File: src/rtl/ucode_pkg.sv
package ucode_pkg;

    localparam int STATE_W = 5;
    localparam int OP_W    = 6;
    localparam int STAT_W  = 2;
    localparam int ADDR_W  = STATE_W + OP_W + STAT_W;
    localparam int SEL_W   = 2;
    localparam int ALU_W   = 3;

    typedef enum logic [STATE_W-1:0] {
        S_F0, S_F1, S_F2, S_F3,
        S_ALU0, S_ALU1, S_ALU2,
        S_ALI0, S_ALI1, S_ALI2,
        S_LW0, S_LW1, S_LW2, S_LW3,
        S_J0, S_J1, S_J2,
        S_BZ0, S_BZ1,
        S_BT0, S_BT1, S_BT2,
        S_HALT
    } state_e;

    localparam logic [SEL_W-1:0] RS_RS = 2'd0;
    localparam logic [SEL_W-1:0] RS_RT = 2'd1;
    localparam logic [SEL_W-1:0] RS_RD = 2'd2;
    localparam logic [SEL_W-1:0] RS_PC = 2'd3;

    localparam logic [SEL_W-1:0] EX_SEXT = 2'd0;
    localparam logic [SEL_W-1:0] EX_SHL2 = 2'd1;
    localparam logic [SEL_W-1:0] EX_JFLD = 2'd2;

    localparam logic [ALU_W-1:0] AO_NONE  = 3'd0;
    localparam logic [ALU_W-1:0] AO_INC4  = 3'd1;
    localparam logic [ALU_W-1:0] AO_ADD   = 3'd2;
    localparam logic [ALU_W-1:0] AO_FUNC  = 3'd3;
    localparam logic [ALU_W-1:0] AO_IMMOP = 3'd4;
    localparam logic [ALU_W-1:0] AO_JTARG = 3'd5;

    localparam logic [OP_W-1:0] OPC_ALU  = 6'h00;
    localparam logic [OP_W-1:0] OPC_J    = 6'h02;
    localparam logic [OP_W-1:0] OPC_BEQZ = 6'h04;
    localparam logic [OP_W-1:0] OPC_LW   = 6'h23;
    localparam logic [2:0]      OPC_ALUI_HI = 3'b001;

    typedef struct packed {
        logic             ld_ir;
        logic             ld_a;
        logic             ld_b;
        logic             ld_ma;
        logic             en_imm;
        logic             en_alu;
        logic             en_reg;
        logic             en_mem;
        logic             reg_wr;
        logic             mem_wr;
        logic [SEL_W-1:0] reg_sel;
        logic [SEL_W-1:0] ext_sel;
        logic [ALU_W-1:0] alu_op;
    } ctrl_t;

endpackage

File: src/rtl/ucode_addr.sv
module ucode_addr
    import ucode_pkg::*;
(
    input  logic [STATE_W-1:0] state_i,
    input  logic [OP_W-1:0]    opcode_i,
    input  logic               zero_i,
    input  logic               busy_i,
    output logic [ADDR_W-1:0]  addr_o
);
    // Table index: state in the top bits, then opcode, then zero, then busy.
    always_comb begin
        addr_o = {state_i, opcode_i, zero_i, busy_i};
    end
endmodule

File: src/rtl/ucode_rom.sv
module ucode_rom
    import ucode_pkg::*;
(
    input  logic [ADDR_W-1:0] addr_i,
    output ctrl_t             ctrl_o,
    output state_e            next_o
);
    state_e           st;
    logic [OP_W-1:0]  op;
    logic             z;
    logic             b;

    always_comb begin
        st = state_e'(addr_i[ADDR_W-1 -: STATE_W]);
        op = addr_i[STAT_W +: OP_W];
        z  = addr_i[1];
        b  = addr_i[0];
    end

    // Every row of the control store is computed here from the index fields.
    always_comb begin
        ctrl_o = '0;
        next_o = S_HALT;
        unique case (st)
            S_F0: begin
                ctrl_o.en_reg = 1'b1; ctrl_o.reg_sel = RS_PC; ctrl_o.ld_ma = 1'b1;
                next_o = S_F1;
            end
            S_F1: begin
                ctrl_o.en_reg = 1'b1; ctrl_o.reg_sel = RS_PC; ctrl_o.ld_a = 1'b1;
                next_o = S_F2;
            end
            S_F2: begin
                ctrl_o.en_mem = 1'b1; ctrl_o.ld_ir = !b;
                next_o = b ? S_F2 : S_F3;
            end
            S_F3: begin
                ctrl_o.en_alu = 1'b1; ctrl_o.alu_op = AO_INC4;
                ctrl_o.reg_wr = 1'b1; ctrl_o.reg_sel = RS_PC;
                if (op == OPC_ALU)                     next_o = S_ALU0;
                else if (op[OP_W-1 -: 3] == OPC_ALUI_HI) next_o = S_ALI0;
                else if (op == OPC_LW)                 next_o = S_LW0;
                else if (op == OPC_J)                  next_o = S_J0;
                else if (op == OPC_BEQZ)               next_o = S_BZ0;
                else                                   next_o = S_HALT;
            end
            S_ALU0, S_ALI0, S_LW0, S_BZ0: begin
                ctrl_o.en_reg = 1'b1; ctrl_o.reg_sel = RS_RS; ctrl_o.ld_a = 1'b1;
                unique case (st)
                    S_ALU0:  next_o = S_ALU1;
                    S_ALI0:  next_o = S_ALI1;
                    S_LW0:   next_o = S_LW1;
                    default: next_o = S_BZ1;
                endcase
            end
            S_ALU1: begin
                ctrl_o.en_reg = 1'b1; ctrl_o.reg_sel = RS_RT; ctrl_o.ld_b = 1'b1;
                next_o = S_ALU2;
            end
            S_ALU2: begin
                ctrl_o.en_alu = 1'b1; ctrl_o.alu_op = AO_FUNC;
                ctrl_o.reg_wr = 1'b1; ctrl_o.reg_sel = RS_RD;
                next_o = S_F0;
            end
            S_ALI1, S_LW1: begin
                ctrl_o.en_imm = 1'b1; ctrl_o.ext_sel = EX_SEXT; ctrl_o.ld_b = 1'b1;
                next_o = (st == S_ALI1) ? S_ALI2 : S_LW2;
            end
            S_ALI2: begin
                ctrl_o.en_alu = 1'b1; ctrl_o.alu_op = AO_IMMOP;
                ctrl_o.reg_wr = 1'b1; ctrl_o.reg_sel = RS_RT;
                next_o = S_F0;
            end
            S_LW2: begin
                ctrl_o.en_alu = 1'b1; ctrl_o.alu_op = AO_ADD; ctrl_o.ld_ma = 1'b1;
                next_o = S_LW3;
            end
            S_LW3: begin
                ctrl_o.en_mem = 1'b1; ctrl_o.reg_sel = RS_RT; ctrl_o.reg_wr = !b;
                next_o = b ? S_LW3 : S_F0;
            end
            S_J0, S_BT0: begin
                ctrl_o.en_reg = 1'b1; ctrl_o.reg_sel = RS_PC; ctrl_o.ld_a = 1'b1;
                next_o = (st == S_J0) ? S_J1 : S_BT1;
            end
            S_J1: begin
                ctrl_o.en_imm = 1'b1; ctrl_o.ext_sel = EX_JFLD; ctrl_o.ld_b = 1'b1;
                next_o = S_J2;
            end
            S_J2: begin
                ctrl_o.en_alu = 1'b1; ctrl_o.alu_op = AO_JTARG;
                ctrl_o.reg_wr = 1'b1; ctrl_o.reg_sel = RS_PC;
                next_o = S_F0;
            end
            S_BZ1: begin
                next_o = z ? S_BT0 : S_F0;
            end
            S_BT1: begin
                ctrl_o.en_imm = 1'b1; ctrl_o.ext_sel = EX_SHL2; ctrl_o.ld_b = 1'b1;
                next_o = S_BT2;
            end
            S_BT2: begin
                ctrl_o.en_alu = 1'b1; ctrl_o.alu_op = AO_ADD;
                ctrl_o.reg_wr = 1'b1; ctrl_o.reg_sel = RS_PC;
                next_o = S_F0;
            end
            default: begin
                ctrl_o = '0;
                next_o = S_HALT;
            end
        endcase
    end
endmodule

File: src/rtl/ucode_seq.sv
module ucode_seq
    import ucode_pkg::*;
(
    input  logic             clk,
    input  logic             rst_n,
    input  logic [OP_W-1:0]  opcode,
    input  logic             zero,
    input  logic             busy,
    output logic             ld_ir,
    output logic             ld_a,
    output logic             ld_b,
    output logic             ld_ma,
    output logic             en_imm,
    output logic             en_alu,
    output logic             en_reg,
    output logic             en_mem,
    output logic             reg_wr,
    output logic             mem_wr,
    output logic [SEL_W-1:0] reg_sel,
    output logic [SEL_W-1:0] ext_sel,
    output logic [ALU_W-1:0] alu_op
);
    typedef struct packed {
        state_e st;
    } seq_regs_t;

    seq_regs_t         seq_d, seq_q;
    logic [ADDR_W-1:0] rom_addr;
    ctrl_t             rom_ctrl;
    state_e            rom_next;

    ucode_addr u_addr (
        .state_i  (seq_q.st),
        .opcode_i (opcode),
        .zero_i   (zero),
        .busy_i   (busy),
        .addr_o   (rom_addr)
    );

    ucode_rom u_rom (
        .addr_i (rom_addr),
        .ctrl_o (rom_ctrl),
        .next_o (rom_next)
    );

    always_comb begin
        seq_d    = seq_q;
        seq_d.st = rom_next;
    end

    always_ff @(posedge clk or negedge rst_n) begin
        if (!rst_n) seq_q <= '{st: S_F0};
        else        seq_q <= seq_d;
    end

    assign ld_ir   = rom_ctrl.ld_ir;
    assign ld_a    = rom_ctrl.ld_a;
    assign ld_b    = rom_ctrl.ld_b;
    assign ld_ma   = rom_ctrl.ld_ma;
    assign en_imm  = rom_ctrl.en_imm;
    assign en_alu  = rom_ctrl.en_alu;
    assign en_reg  = rom_ctrl.en_reg;
    assign en_mem  = rom_ctrl.en_mem;
    assign reg_wr  = rom_ctrl.reg_wr;
    assign mem_wr  = rom_ctrl.mem_wr;
    assign reg_sel = rom_ctrl.reg_sel;
    assign ext_sel = rom_ctrl.ext_sel;
    assign alu_op  = rom_ctrl.alu_op;

    // the first sampled state after reset release is the first fetch step
    a_r1_reset_start: assert property (@(posedge clk) disable iff (!rst_n)
        $rose(rst_n) |-> seq_q.st == S_F0);

    // fetch step 1 is always followed by fetch step 2
    a_r2_fetch_order: assert property (@(posedge clk) disable iff (!rst_n)
        seq_q.st == S_F0 |=> seq_q.st == S_F1);

    // memory-read steps hold while busy
    a_r3_busy_hold: assert property (@(posedge clk) disable iff (!rst_n)
        ((seq_q.st == S_F2 || seq_q.st == S_LW3) && busy) |=> seq_q.st == $past(seq_q.st));

    // no load or write strobe while memory data is not ready
    a_r3_no_strobe_busy: assert property (@(posedge clk) disable iff (!rst_n)
        (busy && en_mem) |-> (!ld_ir && !reg_wr));

    // untaken branch returns to fetch
    a_r9_untaken: assert property (@(posedge clk) disable iff (!rst_n)
        (seq_q.st == S_BZ1 && !zero) |=> seq_q.st == S_F0);

    // halt is sticky and drives nothing
    a_r10_halt_sticky: assert property (@(posedge clk) disable iff (!rst_n)
        seq_q.st == S_HALT |=> (seq_q.st == S_HALT && !en_imm && !en_alu && !en_reg && !en_mem));

    // at most one bus driver per cycle
    a_r11_one_driver: assert property (@(posedge clk) disable iff (!rst_n)
        $countones({en_imm, en_alu, en_reg, en_mem}) <= 1);

    // memory write strobe never raised
    a_r12_no_store: assert property (@(posedge clk) disable iff (!rst_n)
        !mem_wr);
endmodule

File: config.mk
export PLATFORM = sky130hd
export DESIGN_NAME = ucode_seq
export DESIGN_NICKNAME = d
export VERILOG_FILES = /design/src/rtl/ucode_pkg.sv /design/src/rtl/ucode_addr.sv /design/src/rtl/ucode_rom.sv /design/src/rtl/ucode_seq.sv
export SDC_FILE = /design/constraint.sdc
export NUM_CORES = 1
export LEC_CHECK = 0
export ABC_CLOCK_PERIOD_IN_PS = 5000
export BUFFER_PORTS_ARGS = -buffer_cell sky130_fd_sc_hd__clkbuf_2
export CORE_AREA = 2 2 45 47
export DETAILED_ROUTE_END_ITERATION = 16
export DIE_AREA = 0 0 47 49
export GPL_TIMING_DRIVEN = 1
export PLACE_DENSITY_LB_ADDON = 0.2
export SLEW_MARGIN = 0
export SYNTH_ARGS = -nofsm -noshare
export SYNTH_HDL_FRONTEND = slang
export SYNTH_HIERARCHICAL = 1
export SYNTH_SLANG_ARGS = --single-unit
File: constraint.sdc
create_clock -name clk -period 5 [get_ports clk]
set_input_delay 1 -clock clk [delete_from_list [all_inputs] [get_ports clk]]
set_output_delay 1 -clock clk [all_outputs]
set_load 0.01 [all_outputs]
**After elaboration in Yosys (flattened, before gate mapping)**

Index checks and enable logic that the tools add are counted.

- Register bits after elaboration: 5
- Input port bits: 10
- Output and inout bits: 17
- Logic and storage cells: 68

- Equality and inequality tests: 25
- Muxes and demuxes: 24
- Reduce and logical (&&, ||, !) cells: 18

Operators with widths:

| kind | count |
|---|---|
| 5-bit case mux with 14 select lines | 1 |
| 5-bit by 4-bit equality test with 1-bit output (second input constant) | 8 |
| 5-bit equality test (second input constant) | 6 |
| 5-bit 2-to-1 mux | 6 |
| 5-bit by 3-bit equality test with 1-bit output (second input constant) | 4 |
| 3-bit case mux with 5 select lines | 1 |
| 5-bit case mux with 3 select lines | 1 |
| 7-bit OR reduction | 2 |
| 4-bit OR reduction | 3 |
| 5-bit by 2-bit equality test with 1-bit output (second input constant) | 2 |
| 2-bit OR reduction | 5 |
| 5-bit OR reduction | 2 |
| 1-bit 2-to-1 mux | 9 |
| 9-bit OR reduction | 1 |
| 6-bit by 2-bit equality test with 1-bit output (second input constant) | 1 |
| 6-bit by 3-bit equality test with 1-bit output (second input constant) | 1 |
| 6-bit equality test (second input constant) | 1 |
| 6-bit logical NOT | 1 |
| 3-bit 2-to-1 mux | 2 |
| 2-bit case mux with 3 select lines | 1 |
| 6-bit OR reduction | 1 |
| 5-bit by 1-bit equality test with 1-bit output (second input constant) | 1 |
| 5-bit logical NOT | 1 |
| 4-bit 2-to-1 mux | 1 |
| other kinds (5) | 5 |

**Depth between registers and ports, before layout**

- Depth in word-level cells: 7
- Mapped depth: 7
- Mapped depth without buffers: 4

**Hierarchy**

Netlist, hierarchy kept.

By module, submodules not included:

| module | instances | cells an instance | area each (um^2) | sequential area each (um^2) |
|---|---|---|---|---|
| ucode_rom | 1 | 123 | 711.9 | 0.0 |
| ucode_seq | 1 | 5 | 125.1 | 125.1 |
| ucode_addr | 1 | 13 | 97.6 | 0.0 |

**Worst setup path after synthesis**

No wires, ideal clock.

- Path type: input to output
- Start point: input busy
- End point: output reg_wr
- Arrival: 1578 ps
- Setup slack: 2422 ps
- Stages on the path: 4
- Path buffers: 1
- Cells stage by stage: buf_4 > a21oi_1 > a31oi_1 > o22ai_1

- Cells in the longest elaborated chain, start to end: 2

RTL lines:

| what | line | source |
|---|---|---|
| from (decl) | ucode_seq.sv:8 | `input logic busy,` |
| 1-bit logical NOT | ucode_rom.sv:79 | `ctrl_o.en_mem = 1'b1; ctrl_o.reg_sel = RS_RT; ctrl_o.reg_wr = !b;` |
| 1-bit case mux with 2 select lines | ucode_rom.sv:24 | `unique case (st)` |
| to (decl) | ucode_seq.sv:17 | `output logic reg_wr,` |

Every way passes these cells.

**Worst setup path after layout**

- Start point: register seq_q[4] (netlist name)
- End point: output reg_sel[0]

- Cells in the longest elaborated chain, start to end: 3

RTL lines:

| what | line | source |
|---|---|---|
| from (decl) | ucode_seq.sv:27 | `seq_regs_t seq_d, seq_q;` |
| from (signal assigned) | ucode_seq.sv:52 | `if (!rst_n) seq_q <= '{st: S_F0};` |
| from (signal assigned) | ucode_seq.sv:53 | `else seq_q <= seq_d;` |
| 5-bit by 1-bit equality test with 1-bit output, or another cell as far along | ucode_rom.sv:24 |  |
| 7-bit OR reduction (no source line) or 3-bit OR reduction (tied branches) | -- |  |
| 2-bit case mux with 3 select lines (*) | ucode_rom.sv:24 |  |
| to (decl) | ucode_seq.sv:19 | `output logic [SEL_W-1:0] reg_sel,` |

Every way passes the cells marked *; elsewhere a longest branch is shown, timed or not.

==> impl_metrics.json <==
{
  "cts_buffers": 3,
  "cts_setup_buffers": 0,
  "yosys_warnings": 6,
  "layout-drive-gt1-share_pct": 21.7,
  "nFillCells": 209,
  "cp_max_fo": 31,
  "grt_pass1_wl_mm": 3.85,
  "ys_seq_elements": 5,
  "clk_latency_ns": 0.24,
  "largest_reg_flops": 5,
  "hold_violations": 0,
  "clockBufferDepth": 2,
  "cts_tree": "yes",
  "ir_drop_mv": 0.119,
  "htreeDepth": 1,
  "initial_core_util_pct": 50.7,
  "top_register": "seq_q",
  "synth_area_um2": 935,
  "die_area_um2": 2300,
  "finalSetupViolCount": 0,
  "grt_max_degree": 32,
  "grt.total_usage_pct": 21.7,
  "dp.final_hpwl_mm": 1.56,
  "finish.utilization_pct": 51.7,
  "synth_cells": 141,
  "synth.distinct_cells": 43,
  "synth_edf_count": 0,
  "syn_avg_cell_area_um2": 6.63,
  "holdCritPathClass": "in2async",
  "cp-startpoint": "seq_q[4]$_DFF_PN0_",
  "syn-num-nets": 151,
  "outcome": "finished clean",
  "top_regs": "seq_q x5",
  "cts.sinks": 5,
  "clock_skew_ns": 0.00139,
  "synth_top_family_by_area": "simple AND/OR/NAND/NOR gates",
  "synth.top_cell.area_share_pct": 13.4,
  "synth_xor_area_share_pct": 0.937,
  "timing.rr.start": "seq_q[0]$_DFF_PN0_",
  "grt_pass1_vias": 838,
  "place.gp.congestion": 0.822,
  "grt-ovfl-total": 0,
  "synth.most_common_cell": "buf_4",
  "insertedDiodeCount": 0,
  "first_pass_iters": 4,
  "synth-compound-area-share_pct": 32.3,
  "setup_tns_ns": 0,
  "drc_errors": 0,
  "cp-end-kind": "output pin",
  "wl_mm": 2.23,
  "synthArstFlopShare_pct": 100,
  "worstSetupPathType": "reg2out",
  "core_area_um2": 1840,
  "synth.mux.area_fraction_pct": 1.07,
  "powerDensity_nw_per_um2": 101,
  "root_buffer": "clkbuf_4",
  "cp-start-kind": "register",
  "area_growth_pct": 1.87,
  "reg2regPathDepth": 4,
  "nets": 154,
  "fmaxAchievable_mhz": 331,
  "path_clk_slew_ns": 0.04,
  "port_buffers": 25,
  "min_period_over_period_pct": 60.4,
  "rows": 16,
  "die_w_um": 47,
  "synth_area_leaders": "dfrtp_1 13%, buf_4 11%, nand2b_1 6.7%, nand2_1 5.2%, nor2_1 5.2%",
  "drt_iter0_markers": 45,
  "rsz0062_at_grt": "no",
  "ys_seq_area_share_pct": 13.4,
  "drv_cap": 0,
  "synth_flop_cell": "dfrtp_1",
  "ant_nets": 0,
  "design_area_um2": 952,
  "worstPathArrival_ns": 2.02,
  "synth_top_area_cell": "dfrtp_1",
  "ctsResizeCount": 0,
  "finalCriticalPeriod_ns": 3.02,
  "place_area_um2": 926,
  "antenna_found_initial": 0,
  "total_leakage_power_nw": 0.417,
  "required_ns": 4.00,
  "vias_per_cell": 5.76,
  "power.total_mw": 0.0959,
  "worst_pin_slew_ns": 0.819,
  "vias": 979,
  "relSlewSlack_pct": 45.4,
  "num_io_pins": 27,
  "cts-hold-fix-buffers": 0,
  "die_y_um": 49,
  "synthTopCellsByCount": "14 x buf_4, 13 x nand2_1, 13 x nor2_1",
  "synth_fa_ha_area_share_pct": 0,
  "routedWlPerCell_um": 13.1,
  "synth_simple_gate_area_share_pct": 32.4,
  "drv_slew": 0
}
## per-stage QoR
step                      hold WS, ns  cells  worst slack [ns]
after floorplan                 0.639    141              2.42
after global placement          0.819    166              2.26
after detailed placement        0.820    166              2.22
after CTS                       0.566    170              1.96
after global routing            0.572    170              1.73
final                           0.566    170              1.98
## cell type report
cell class / instances / area [um^2] / area share (%)
Clock buffer: 4 / 26.3 / 2.76
Multi-Input combinational cell: 105 / 627 / 65.8
Tap cell: 27 / 33.8 / 3.55
Timing Repair Buffer: 25 / 125 / 13.1
Sequential cell: 5 / 125 / 13.1
Inverter: 4 / 15.0 / 1.58
## metal layers
layer / global-route usage (%) / up-vias / share of wire, %
li1: - / 496 / -
met5: 0 / - / 0
met4: 3.70 / 0 / 0
met2: 29.9 / 33 / 45
met1: 35.2 / 450 / 49
met3: 3.33 / 0 / 5.9
## layout by cell type, fill, tap and decap left out, types with 2 or more instances in the layout
master     n
a31oi_1    3
o22ai_1    7
a221o_1    2
a22oi_1    2
o21ai_0    7
nand3b_1   2
or3_1      3
a21oi_1    7
nand2b_1  10
inv_1      3
nor2_1    13
nor2b_1    4
clkbuf_4   3
clkbuf_2  25
nand3_1    2
a21o_1     2
o221ai_1   3
nor3_1     4
nand2_1   13
dfrtp_1    5
nor4b_1    2
## path summary, 6_finish.rpt
path	endpoint	slack, ns
worst min-delay path	seq_q[4]$_DFF_PN0_	0.57
worst max-delay path	reg_sel[0]	1.98
worst min register to register	seq_q[4]$_DFF_PN0_	0.95
worst max register to register	seq_q[2]$_DFF_PN0_	3.02
min in group clk	seq_q[4]$_DFF_PN0_	0.95
max in group asynchronous	seq_q[0]$_DFF_PN0_	4.30
## power breakdown
part / switching (mW) / total, mW / internal [mW]
combinational: 0.00533 / 0.00930 / 0.00397
sequential: 0 / 0.0406 / 0.0406
clock: 0.0159 / 0.0460 / 0.0301
## logic make-up after synthesis
kind of cell	after synthesis
other	1
DFF	5
AOI/OAI and AO/OA	44
xor gates and xnor gates	1
buffers and inverters	31
and+or+nand+nor	58
muxes	1
## worst max-delay path: stages, from the launching register on
cell      delay [ns]
dfrtp_1         0.87
nand2b_1        0.35
nor2_1          0.06
o21ai_0         0.19
o221ai_1        0.15
clkbuf_2        0.16
Power figures use the tool's default switching activity.
